**src/rtl/gpio_pkg.sv**
```systemverilog
package gpio_pkg;

    localparam int WORD_W = 32;
    localparam int HALF_W = 16;

    localparam logic [7:0] BANK_EN_ADDR = 8'h08;
    localparam logic [7:0] SET_BASE0    = 8'h10;
    localparam logic [7:0] SET_SPAN     = 8'h28;

    typedef enum logic [3:0] {
        REG_DIR,
        REG_OUT,
        REG_SET_OUT,
        REG_CLR_OUT,
        REG_IN,
        REG_SET_RISE,
        REG_CLR_RISE,
        REG_SET_FALL,
        REG_CLR_FALL,
        REG_STAT,
        REG_NONE
    } reg_kind_e;

    typedef struct packed {
        logic              we;
        reg_kind_e         kind;
        logic [WORD_W-1:0] data;
    } set_cmd_t;

    function automatic logic [7:0] set_base(input int s);
        return SET_BASE0 + 8'(s) * SET_SPAN;
    endfunction

    function automatic reg_kind_e kind_of_offset(input logic [7:0] off);
        case (off)
            8'h00:   return REG_DIR;
            8'h04:   return REG_OUT;
            8'h08:   return REG_SET_OUT;
            8'h0C:   return REG_CLR_OUT;
            8'h10:   return REG_IN;
            8'h14:   return REG_SET_RISE;
            8'h18:   return REG_CLR_RISE;
            8'h1C:   return REG_SET_FALL;
            8'h20:   return REG_CLR_FALL;
            8'h24:   return REG_STAT;
            default: return REG_NONE;
        endcase
    endfunction

    // Bits of set s that belong to the first n (direct) pins.
    function automatic logic [WORD_W-1:0] direct_mask(input int s, input int n);
        logic [WORD_W-1:0] m;
        m = '0;
        for (int i = 0; i < WORD_W; i++) begin
            if (s * WORD_W + i < n) m[i] = 1'b1;
        end
        return m;
    endfunction

endpackage

```
**src/rtl/gpio_in_sync.sv**
```systemverilog
module gpio_in_sync #(
    parameter int W      = 64,
    parameter int STAGES = 2
) (
    input  logic         clk_i,
    input  logic         rst_i,
    input  logic [W-1:0] raw_i,
    output logic [W-1:0] level_o,
    output logic [W-1:0] rise_o,
    output logic [W-1:0] fall_o
);
    logic [W-1:0] stg_q [STAGES];
    logic [W-1:0] prev_q;

    always_ff @(posedge clk_i) begin
        if (rst_i) begin
            for (int k = 0; k < STAGES; k++) stg_q[k] <= '0;
            prev_q <= '0;
        end else begin
            stg_q[0] <= raw_i;
            for (int k = 1; k < STAGES; k++) stg_q[k] <= stg_q[k-1];
            prev_q <= stg_q[STAGES-1];
        end
    end

    assign level_o = stg_q[STAGES-1];
    assign rise_o  = stg_q[STAGES-1] & ~prev_q;
    assign fall_o  = ~stg_q[STAGES-1] & prev_q;
endmodule

```
**src/rtl/gpio_regset.sv**
```systemverilog
module gpio_regset
    import gpio_pkg::*;
#(
    parameter logic [WORD_W-1:0] EDGE_RST = '0
) (
    input  logic              clk_i,
    input  logic              rst_i,
    input  set_cmd_t          cmd_i,
    input  logic [WORD_W-1:0] level_i,
    input  logic [WORD_W-1:0] rise_i,
    input  logic [WORD_W-1:0] fall_i,
    output logic [WORD_W-1:0] rdata_o,
    output logic [WORD_W-1:0] out_o,
    output logic [WORD_W-1:0] oe_o,
    output logic [WORD_W-1:0] status_o
);
    logic [WORD_W-1:0] dir_q, out_q, rise_en_q, fall_en_q, stat_q;
    logic [WORD_W-1:0] hit, ack;

    assign hit = (rise_i & rise_en_q) | (fall_i & fall_en_q);
    assign ack = (cmd_i.we && cmd_i.kind == REG_STAT) ? cmd_i.data : '0;

    always_ff @(posedge clk_i) begin
        if (rst_i) begin
            dir_q     <= '1;
            out_q     <= '0;
            rise_en_q <= EDGE_RST;
            fall_en_q <= EDGE_RST;
            stat_q    <= '0;
        end else begin
            if (cmd_i.we) begin
                case (cmd_i.kind)
                    REG_DIR:      dir_q     <= cmd_i.data;
                    REG_SET_OUT:  out_q     <= out_q | cmd_i.data;
                    REG_CLR_OUT:  out_q     <= out_q & ~cmd_i.data;
                    REG_SET_RISE: rise_en_q <= rise_en_q | cmd_i.data;
                    REG_CLR_RISE: rise_en_q <= rise_en_q & ~cmd_i.data;
                    REG_SET_FALL: fall_en_q <= fall_en_q | cmd_i.data;
                    REG_CLR_FALL: fall_en_q <= fall_en_q & ~cmd_i.data;
                    default: ;
                endcase
            end
            // a fresh edge overrides a simultaneous acknowledge
            stat_q <= (stat_q & ~ack) | hit;
        end
    end

    always_comb begin
        case (cmd_i.kind)
            REG_DIR:                    rdata_o = dir_q;
            REG_OUT, REG_SET_OUT,
            REG_CLR_OUT:                rdata_o = out_q;
            REG_IN:                     rdata_o = level_i;
            REG_SET_RISE, REG_CLR_RISE: rdata_o = rise_en_q;
            REG_SET_FALL, REG_CLR_FALL: rdata_o = fall_en_q;
            REG_STAT:                   rdata_o = stat_q;
            default:                    rdata_o = '0;
        endcase
    end

    assign out_o    = out_q;
    assign oe_o     = ~dir_q;
    assign status_o = stat_q;
endmodule

```
**src/rtl/gpio_irq_agg.sv**
```systemverilog
module gpio_irq_agg
    import gpio_pkg::*;
#(
    parameter int NUM_BANKS = 4,
    parameter int DIRECT_N  = 4,
    parameter int ALL_W     = 64,
    localparam int DIRECT_W = (DIRECT_N > 0) ? DIRECT_N : 1
) (
    input  logic [ALL_W-1:0]     status_i,
    input  logic [NUM_BANKS-1:0] bank_en_i,
    output logic [NUM_BANKS-1:0] bank_irq_o,
    output logic [DIRECT_W-1:0]  pin_irq_o
);
    for (genvar b = 0; b < NUM_BANKS; b++) begin : g_bank
        assign bank_irq_o[b] = bank_en_i[b] & (|status_i[b*HALF_W +: HALF_W]);
    end

    if (DIRECT_N > 0) begin : g_direct
        assign pin_irq_o = status_i[DIRECT_W-1:0];
    end else begin : g_nodirect
        assign pin_irq_o = 1'b0;
    end
endmodule

```
**src/rtl/gpio_bank_ctrl.sv**
```systemverilog
module gpio_bank_ctrl
    import gpio_pkg::*;
#(
    parameter int NUM_PINS = 64,
    parameter int DIRECT_N = 4,
    localparam int NUM_SETS  = (NUM_PINS + WORD_W - 1) / WORD_W,
    localparam int NUM_BANKS = (NUM_PINS + HALF_W - 1) / HALF_W,
    localparam int ALL_W     = NUM_SETS * WORD_W,
    localparam int DIRECT_W  = (DIRECT_N > 0) ? DIRECT_N : 1
) (
    input  logic                 clk_i,
    input  logic                 rst_i,
    input  logic                 bus_sel_i,
    input  logic                 bus_we_i,
    input  logic [7:0]           bus_addr_i,
    input  logic [WORD_W-1:0]    bus_wdata_i,
    output logic [WORD_W-1:0]    bus_rdata_o,
    input  logic [NUM_PINS-1:0]  pad_in_i,
    output logic [NUM_PINS-1:0]  pad_out_o,
    output logic [NUM_PINS-1:0]  pad_oe_o,
    output logic [NUM_BANKS-1:0] bank_irq_o,
    output logic [DIRECT_W-1:0]  pin_irq_o
);
    logic [ALL_W-1:0]     pad_ext, level_all, rise_all, fall_all;
    logic [ALL_W-1:0]     out_all, oe_all, stat_all;
    logic [WORD_W-1:0]    rd_set [NUM_SETS];
    logic [NUM_BANKS-1:0] bank_en_q;
    logic                 bank_en_hit;

    assign pad_ext = ALL_W'(pad_in_i);

    gpio_in_sync #(.W(ALL_W), .STAGES(2)) sync_i (
        .clk_i   (clk_i),
        .rst_i   (rst_i),
        .raw_i   (pad_ext),
        .level_o (level_all),
        .rise_o  (rise_all),
        .fall_o  (fall_all)
    );

    for (genvar s = 0; s < NUM_SETS; s++) begin : g_set
        localparam logic [7:0] BASE = set_base(s);
        logic     hit;
        set_cmd_t cmd;

        assign hit      = bus_sel_i && (bus_addr_i >= BASE) && (bus_addr_i < BASE + SET_SPAN);
        assign cmd.we   = hit && bus_we_i;
        assign cmd.kind = hit ? kind_of_offset(bus_addr_i - BASE) : REG_NONE;
        assign cmd.data = bus_wdata_i;

        gpio_regset #(.EDGE_RST(direct_mask(s, DIRECT_N))) set_i (
            .clk_i    (clk_i),
            .rst_i    (rst_i),
            .cmd_i    (cmd),
            .level_i  (level_all[s*WORD_W +: WORD_W]),
            .rise_i   (rise_all[s*WORD_W +: WORD_W]),
            .fall_i   (fall_all[s*WORD_W +: WORD_W]),
            .rdata_o  (rd_set[s]),
            .out_o    (out_all[s*WORD_W +: WORD_W]),
            .oe_o     (oe_all[s*WORD_W +: WORD_W]),
            .status_o (stat_all[s*WORD_W +: WORD_W])
        );
    end

    assign bank_en_hit = bus_sel_i && (bus_addr_i == BANK_EN_ADDR);

    always_ff @(posedge clk_i) begin
        if (rst_i) begin
            bank_en_q <= '0;
        end else if (bank_en_hit && bus_we_i) begin
            bank_en_q <= bus_wdata_i[NUM_BANKS-1:0];
        end
    end

    always_comb begin
        bus_rdata_o = bank_en_hit ? WORD_W'(bank_en_q) : '0;
        for (int s = 0; s < NUM_SETS; s++) bus_rdata_o = bus_rdata_o | rd_set[s];
    end

    gpio_irq_agg #(.NUM_BANKS(NUM_BANKS), .DIRECT_N(DIRECT_N), .ALL_W(ALL_W)) irq_i (
        .status_i   (stat_all),
        .bank_en_i  (bank_en_q),
        .bank_irq_o (bank_irq_o),
        .pin_irq_o  (pin_irq_o)
    );

    assign pad_out_o = out_all[NUM_PINS-1:0];
    assign pad_oe_o  = oe_all[NUM_PINS-1:0];
endmodule

```
**config.mk**
```make
export PLATFORM = sky130hd
export DESIGN_NAME = gpio_bank_ctrl
export DESIGN_NICKNAME = d
export VERILOG_FILES = /design/src/rtl/gpio_pkg.sv /design/src/rtl/gpio_in_sync.sv /design/src/rtl/gpio_regset.sv /design/src/rtl/gpio_irq_agg.sv /design/src/rtl/gpio_bank_ctrl.sv
export SDC_FILE = /design/constraint.sdc
export NUM_CORES = 1
export LEC_CHECK = 0
export ABC_AREA = 1
export BUFFER_PORTS_ARGS = -buffer_cell sky130_fd_sc_hd__buf_2
export CORE_MARGIN = 2
export CORE_UTILIZATION = 58
export CTS_CLUSTER_DIAMETER = 120
export DETAILED_ROUTE_END_ITERATION = 10
export GPL_TIMING_DRIVEN = 1
export PLACE_DENSITY = 0.8
export SLEW_MARGIN = 5
export SYNTH_ARGS = -nofsm -noshare
export SYNTH_HDL_FRONTEND = slang
export SYNTH_SLANG_ARGS = --single-unit
```
**constraint.sdc**
```tcl
create_clock -name clk_i -period 3.65 [get_ports clk_i]
set_input_delay 0.73 -clock clk_i [delete_from_list [all_inputs] [get_ports clk_i]]
set_output_delay 0.73 -clock clk_i [all_outputs]
set_load 0.1 [all_outputs]
```
==> flow_summary.ini, run 1 <==
[status]
status = complete, but fails checks
violations = setup timing

[route]
first_iter_violations = 2628
antenna_left = 0
dr_total_vias = 24609
avgRoutedWirePerCell_um = 19.56
first_pass_iters = 6
drc = 0
routed_wl_um = 82440
via_per_inst = 5.838

[grt]
grt_start_max_net_pins = 235
grt_antenna_before_repair = 2
grt_pass1_vias = 23205
overflow = 0
grt_pass1_wl_um = 122700
grt.total_usage = 0.3787

[cells_and_area]
multi_input_comb_area_um2 = 10420
drive_gt1_frac = 0.1889
utilization = 0.7468
seqCellArea_um2 = 10330
postLayoutCellArea_um2 = 29000
most-common-layout-cells = nand2_1, dfxtp_1, inv_1, nor2_1, nand3_1
n_fill_cell = 2977
final_common_cell = nand2_1
nNetsFinal = 3768
area_growth_pct = 26.29

[setup_path]
required_ns = 2.92
ff2ff_setup_slack_ns = 2.68
crit_path_end = bus_rdata_o[20]
crit_path_end_kind = primary output
r2r_cells = 4
cp-startpoint = bus_addr_i[6]
crit_type = input port to primary output
r2r_end = g_set[1].set_i.status_o[1]$_SDFF_PP0_
start_kind = input port
r2r-start = sync_i.stg_q[0][97]$_SDFF_PP0_
crit_arrival_ns = 2.98
worst-path-max-fanout = 8

[sta]
finalCritPeriodShare = 1.016
skew_ns = 0.02451
setup_viol = 13
slew_headroom = 0.1335
holdWs_ns = 0.3166
setup_ws_ns = -0.05880
report.final.slew_viol_count = 0
rsz0062_at_grt = yes
fin_crit_ns = 3.709
fmax_mhz = 269.6
timing.setup.tns_ns = -0.3741
worst_pin_slew_ns = 1.300
final-hold-violation-count = 0

[place]
dp_hpwl_um = 54530
dpl_cell_area_um2 = 26220
place.gp.congestion = 0.9681
port_buffers = 275

[floorplanning]
dieHeight_um = 203.0
core_area_um2 = 38830
row_count = 72
io_pins = 276
start_util = 0.5914
die-area_um2 = 41190
fp.dieW_um = 203.0

[logic_synthesis]
ys_ff_latch = 516
synth.distinct_cells = 31
yosys_most_used_dff = dfxtp_1
synth_edf_count = 0
ys_seq_area_frac = 0.4499
async_flop_share = 0
syn_avg_cell_area_um2 = 6.858
synth_area_leader_cell = dfxtp_1
synth_cells = 3348
synth_top_area_share = 0.4499
synth_area_um2 = 22960
ys_top_cells_by_area = dfxtp_1, nand2_1, inv_1, nor2_1, nand3_1
ys_warn_count = 0
syn-num-nets = 3457

[clocking]
cts.sinks = 516
cts_buffers = 54
postCtsHoldBufs = 0
cts_buffer_depth = 3
h-tree-depth = 2
insertion_delay_ns = 0.62
clock-root-buffer = clkbuf_16
path_clk_slew_ns = 0.06
cts_tree = done

[min_path]
hp-class = input port to flop

[pwr]
leakagePower_uw = 0.01321
p_per_area_nw_per_um2 = 410.7
total_power_uw = 11910
vdd_ir_drop_max_mv = 0.3848

[job]
max_cap_violations = 0
## where the power goes
| part | switching (uW) | total (uW) | leakage, uW | internal, uW |
|---|---|---|---|---|
| Sequential | 46.6 | 5770 | 0.00419 | 5720 |
| Combinational | 434 | 599 | 0.00817 | 165 |
| Clock | 2320 | 5540 | 0.000856 | 3220 |
| Total | 2800 | 11900 | 0.0132 | 9110 |
## metal layers
layer	wire length, um	share of wire	track usage
met2	37420	0.45	0.6051
met5	13	0.00016	0
met4	5685	0.069	0.2656
met3	8816	0.11	0.06709
met1	30500	0.37	0.4646
## synth_stat cells (2+ instances only)
master    number
nand3_2        4
nor4_1        16
clkbuf_2       2
nand3_1      302
buf_4          9
buf_1         13
o21ai_0      192
nor3b_1       32
nand2_2        4
clkbuf_1     149
nor2_4         5
buf_2         50
a31oi_1       64
nor2_1       422
dfxtp_1      516
nand4_1      158
inv_1        493
inv_2          7
nor2_2         9
o211ai_1      33
nor3_1        44
nand2_1      622
a41oi_1        4
a21oi_1      191
## worst min-delay path by stage
stage,startpoint,endpoint,depth (start not counted)
3_3_place_gp,sync_i.stg_q[0][9]$_SDFF_PP0_,sync_i.stg_q[0][73]$_SDFF_PP0_,2
2_1_floorplan,sync_i.stg_q[0][36]$_SDFF_PP0_,sync_i.stg_q[0][100]$_SDFF_PP0_,2
5_1_grt,pad_in_i[36],sync_i.stg_q[0][36]$_SDFF_PP0_,3
6_report,pad_in_i[56],sync_i.stg_q[0][56]$_SDFF_PP0_,3
3_5_place_dp,sync_i.stg_q[0][57]$_SDFF_PP0_,sync_i.stg_q[0][121]$_SDFF_PP0_,2
4_1_cts,pad_in_i[56],sync_i.stg_q[0][56]$_SDFF_PP0_,3
## layout make-up
type | count | area share
clock inverters | 16 | 0.007033
diodes | 1 | 0.00008630
repair buffers | 478 | 0.1362
inverters | 502 | 0.06554
well taps | 518 | 0.02235
clock buffers | 77 | 0.05342
flip-flops and latches | 516 | 0.3562
multi-input cells | 2107 | 0.3592
## logic make-up (layout without fill, tap and decap cells)
family          Yosys count  count (layout)  share of synthesized area
compound gates          485             485                     0.1139
fa+ha+maj                 1               1                  0.0005448
buf+inv                 725            1073                     0.1229
flops                   516             516                     0.4499
other cells               0               1                          0
simple gates           1621            1621                     0.3127
## through the flow
step	instances	worst slack (ns)
finish	4215	-0.05880
global route	4215	-0.1193
CTS	4186	0.001234
detailed placement	4092	-0.2276
global placement	4092	-0.1907
floorplan	3348	-0.1326
## worst max-delay path, stage by stage
cell     delay, ns
buf_4         0.14
nor2_4        0.20
nand2_1       0.08
nor2_1        0.17
nand2_1       0.10
nand2_1       0.11
nand4_1       0.13
buf_6         0.16
nor2_4        0.22
buf_6         0.18
buf_6         0.12
nand2_1       0.05
nand4_1       0.09
nor2_1        0.05
buf_4         0.15
nand3_4       0.10
buf_12        0.18
## repair_timing
| item | CTS | global route |
|---|---|---|
| resized for setup | 25 | 168 |
| endpoints found under the setup margin | 29 | 32 |
| endpoints found under the hold margin | 0 | 0 |
| cloned | 0 | 8 |
| setup buffers | 1 | 24 |
| pin swaps | 6 | 59 |
No activity file was read; power rests on OpenSTA's default activity.
==> run 2: changes to the inputs <==
==> constraint.sdc (replaced) <==
create_clock -name clk_i -period 3.65 [get_ports clk_i]
set_input_delay 0.73 -clock clk_i [delete_from_list [all_inputs] [get_ports clk_i]]
set_output_delay 0.73 -clock clk_i [all_outputs]
set_load 0.02 [all_outputs]
==> flow_summary.ini, run 2 (synthesis results as in run 1) <==
[cells_and_area]
fin_cells = 4156
n_fill_cell = 3192
drive_gt1_frac = 0.1553
final_common_cell = nand2_1
nNetsFinal = 3705
postLayoutCellArea_um2 = 27600
most-common-layout-cells = nand2_1, dfxtp_1, inv_1, nor2_1, nand3_1
area_growth_pct = 20.21

[setup_path]
critical_path_buf_inv_count = 4
crit_arrival_ns = 2.86
ff2ff_setup_slack_ns = 2.68
cpPeakStageDelay_ns = 0.25
required_ns = 2.92
start_kind = input port
cpMostUsedCell = nand3_1
crit_type = input port to primary output
cp_top_family = simple AND/OR/NAND/NOR gates
r2r_cells = 3
cpMaxStageDelayCell = nor2_4
worstPathCellList = buf_2 > buf_4 > nand3_4 > nand2_1 > nand2_1 > nor2_2 > o211ai_1 > nor2_4 > nand2_8 > buf_12 > nand3_1 > nand3_1 > nor2_1 > nand3_1 > buf_2
worst-path-max-fanout = 12
r2r_end = g_set[1].set_i.status_o[4]$_SDFF_PP0_
cp-startpoint = bus_addr_i[3]
r2r-start = sync_i.stg_q[0][100]$_SDFF_PP0_
crit_path_end_kind = primary output

[place]
place.gp.congestion = 0.9610
dpl_cell_area_um2 = 25300
dp_hpwl_um = 53350
place_ws_ns = -0.05177
port_buffers = 275
place_inst = 4044

[floorplanning]
fp.dieW_um = 203.0
core_area_um2 = 38830
dieHeight_um = 203.0
io_pins = 276
start_util = 0.5914
row_count = 72
die-area_um2 = 41190

[sta]
slew_headroom = 0.3170
fin_crit_ns = 3.594
setup_ws_ns = 0.05619
timing.setup.tns_ns = 0
worst_pin_slew_ns = 1.024
setup_viol = 0
skew_ns = 0.01805
finalCritPeriodShare = 0.9846
report.final.slew_viol_count = 0
fmax_mhz = 278.3
final-hold-violation-count = 0

[route]
first_iter_violations = 2773
drc = 0
first_pass_iters = 5
dr_total_vias = 24150
via_per_inst = 5.811
routed_wl_um = 80770
avgRoutedWirePerCell_um = 19.44
antenna_left = 0

[min_path]
hp-class = input port to flop
hp-start = pad_in_i[8]
whs_endpoint = sync_i.stg_q[0][8]$_SDFF_PP0_
whs_path_depth = 3

[clocking]
cts_buffer_depth = 3
insertion_delay_ns = 0.60
cts_tree = done
postCtsHoldBufs = 0
path_clk_slew_ns = 0.06
h-tree-depth = 2
cts.sinks = 516
cts_buffers = 52
clock-root-buffer = clkbuf_16

[pwr]
vdd_ir_drop_max_mv = 0.3861
leakagePower_uw = 0.01260
p_per_area_nw_per_um2 = 436.7
total_power_uw = 12050

[grt]
grt.total_usage = 0.3752
grt_antenna_before_repair = 4
grt_start_max_net_pins = 181
overflow = 0
grt_pass1_vias = 22649
grt_pass1_wl_um = 121800

[status]
status = finished, final reports clean

[job]
max_cap_violations = 0
==> run 2: area by class of cell <==
cell class	instances	area [um2]	share of cell area
sequential	516	10330	0.3743
multi-input combinational	2107	9992	0.3620
timing repair buffer	417	2890	0.1047
inverter	502	1893	0.06859
clock buffer	72	1518	0.05499
tap	518	648.1	0.02348
clock inverter	23	326.6	0.01183
antenna	1	2.502	0.00009067
==> run 2: worst max path at each step <==
stage,end,cells after the start
2_1_floorplan,bus_rdata_o[10],13
3_3_place_gp,bus_rdata_o[3],16
3_5_place_dp,bus_rdata_o[3],16
4_1_cts,bus_rdata_o[21],12
5_1_grt,bus_rdata_o[18],17
6_report,bus_rdata_o[25],15
==> run 2: routing by layer <==
metal,part of all wire,up-vias,track usage
li1,-,11264,-
met1,0.37,11089,0.4660
met2,0.45,1456,0.6009
met3,0.10,335,0.05907
met4,0.071,6,0.2573
met5,0.00045,-,0
==> run 2: repair_timing <==
| action | 4_1_cts | 5_1_grt |
|---|---|---|
| gates cloned | 0 | 5 |
| resized for setup | 5 | 68 |
| buffers inserted | 1 | 10 |
| setup endpoints to repair | 17 | 32 |
| pin swaps | 5 | 16 |
==> run 2: power breakdown <==
| group | internal, uW | leakage (uW) | switching (uW) | total (uW) |
|---|---|---|---|---|
| clock network | 3460 | 0.000909 | 2280 | 5750 |
| registers | 5720 | 0.00419 | 45.9 | 5770 |
| logic | 139 | 0.00750 | 402 | 541 |
==> run 2: worst register-to-register path, delay by kind of cell (launching register included) <==
family	cells	cell delay, ns
buffers and inverters	1	0.11
DFF	1	0.42
AOI/OAI and AO/OA	2	0.29
==> run 2: per-stage QoR <==
step | hold WS, ns | util
floorplan | 0.3883 | -
global placement | 0.3914 | 0.6516
detailed placement | 0.3944 | 0.6516
CTS | 0.3130 | 0.6997
global route | 0.3271 | 0.7108
finish | 0.3271 | 0.7108
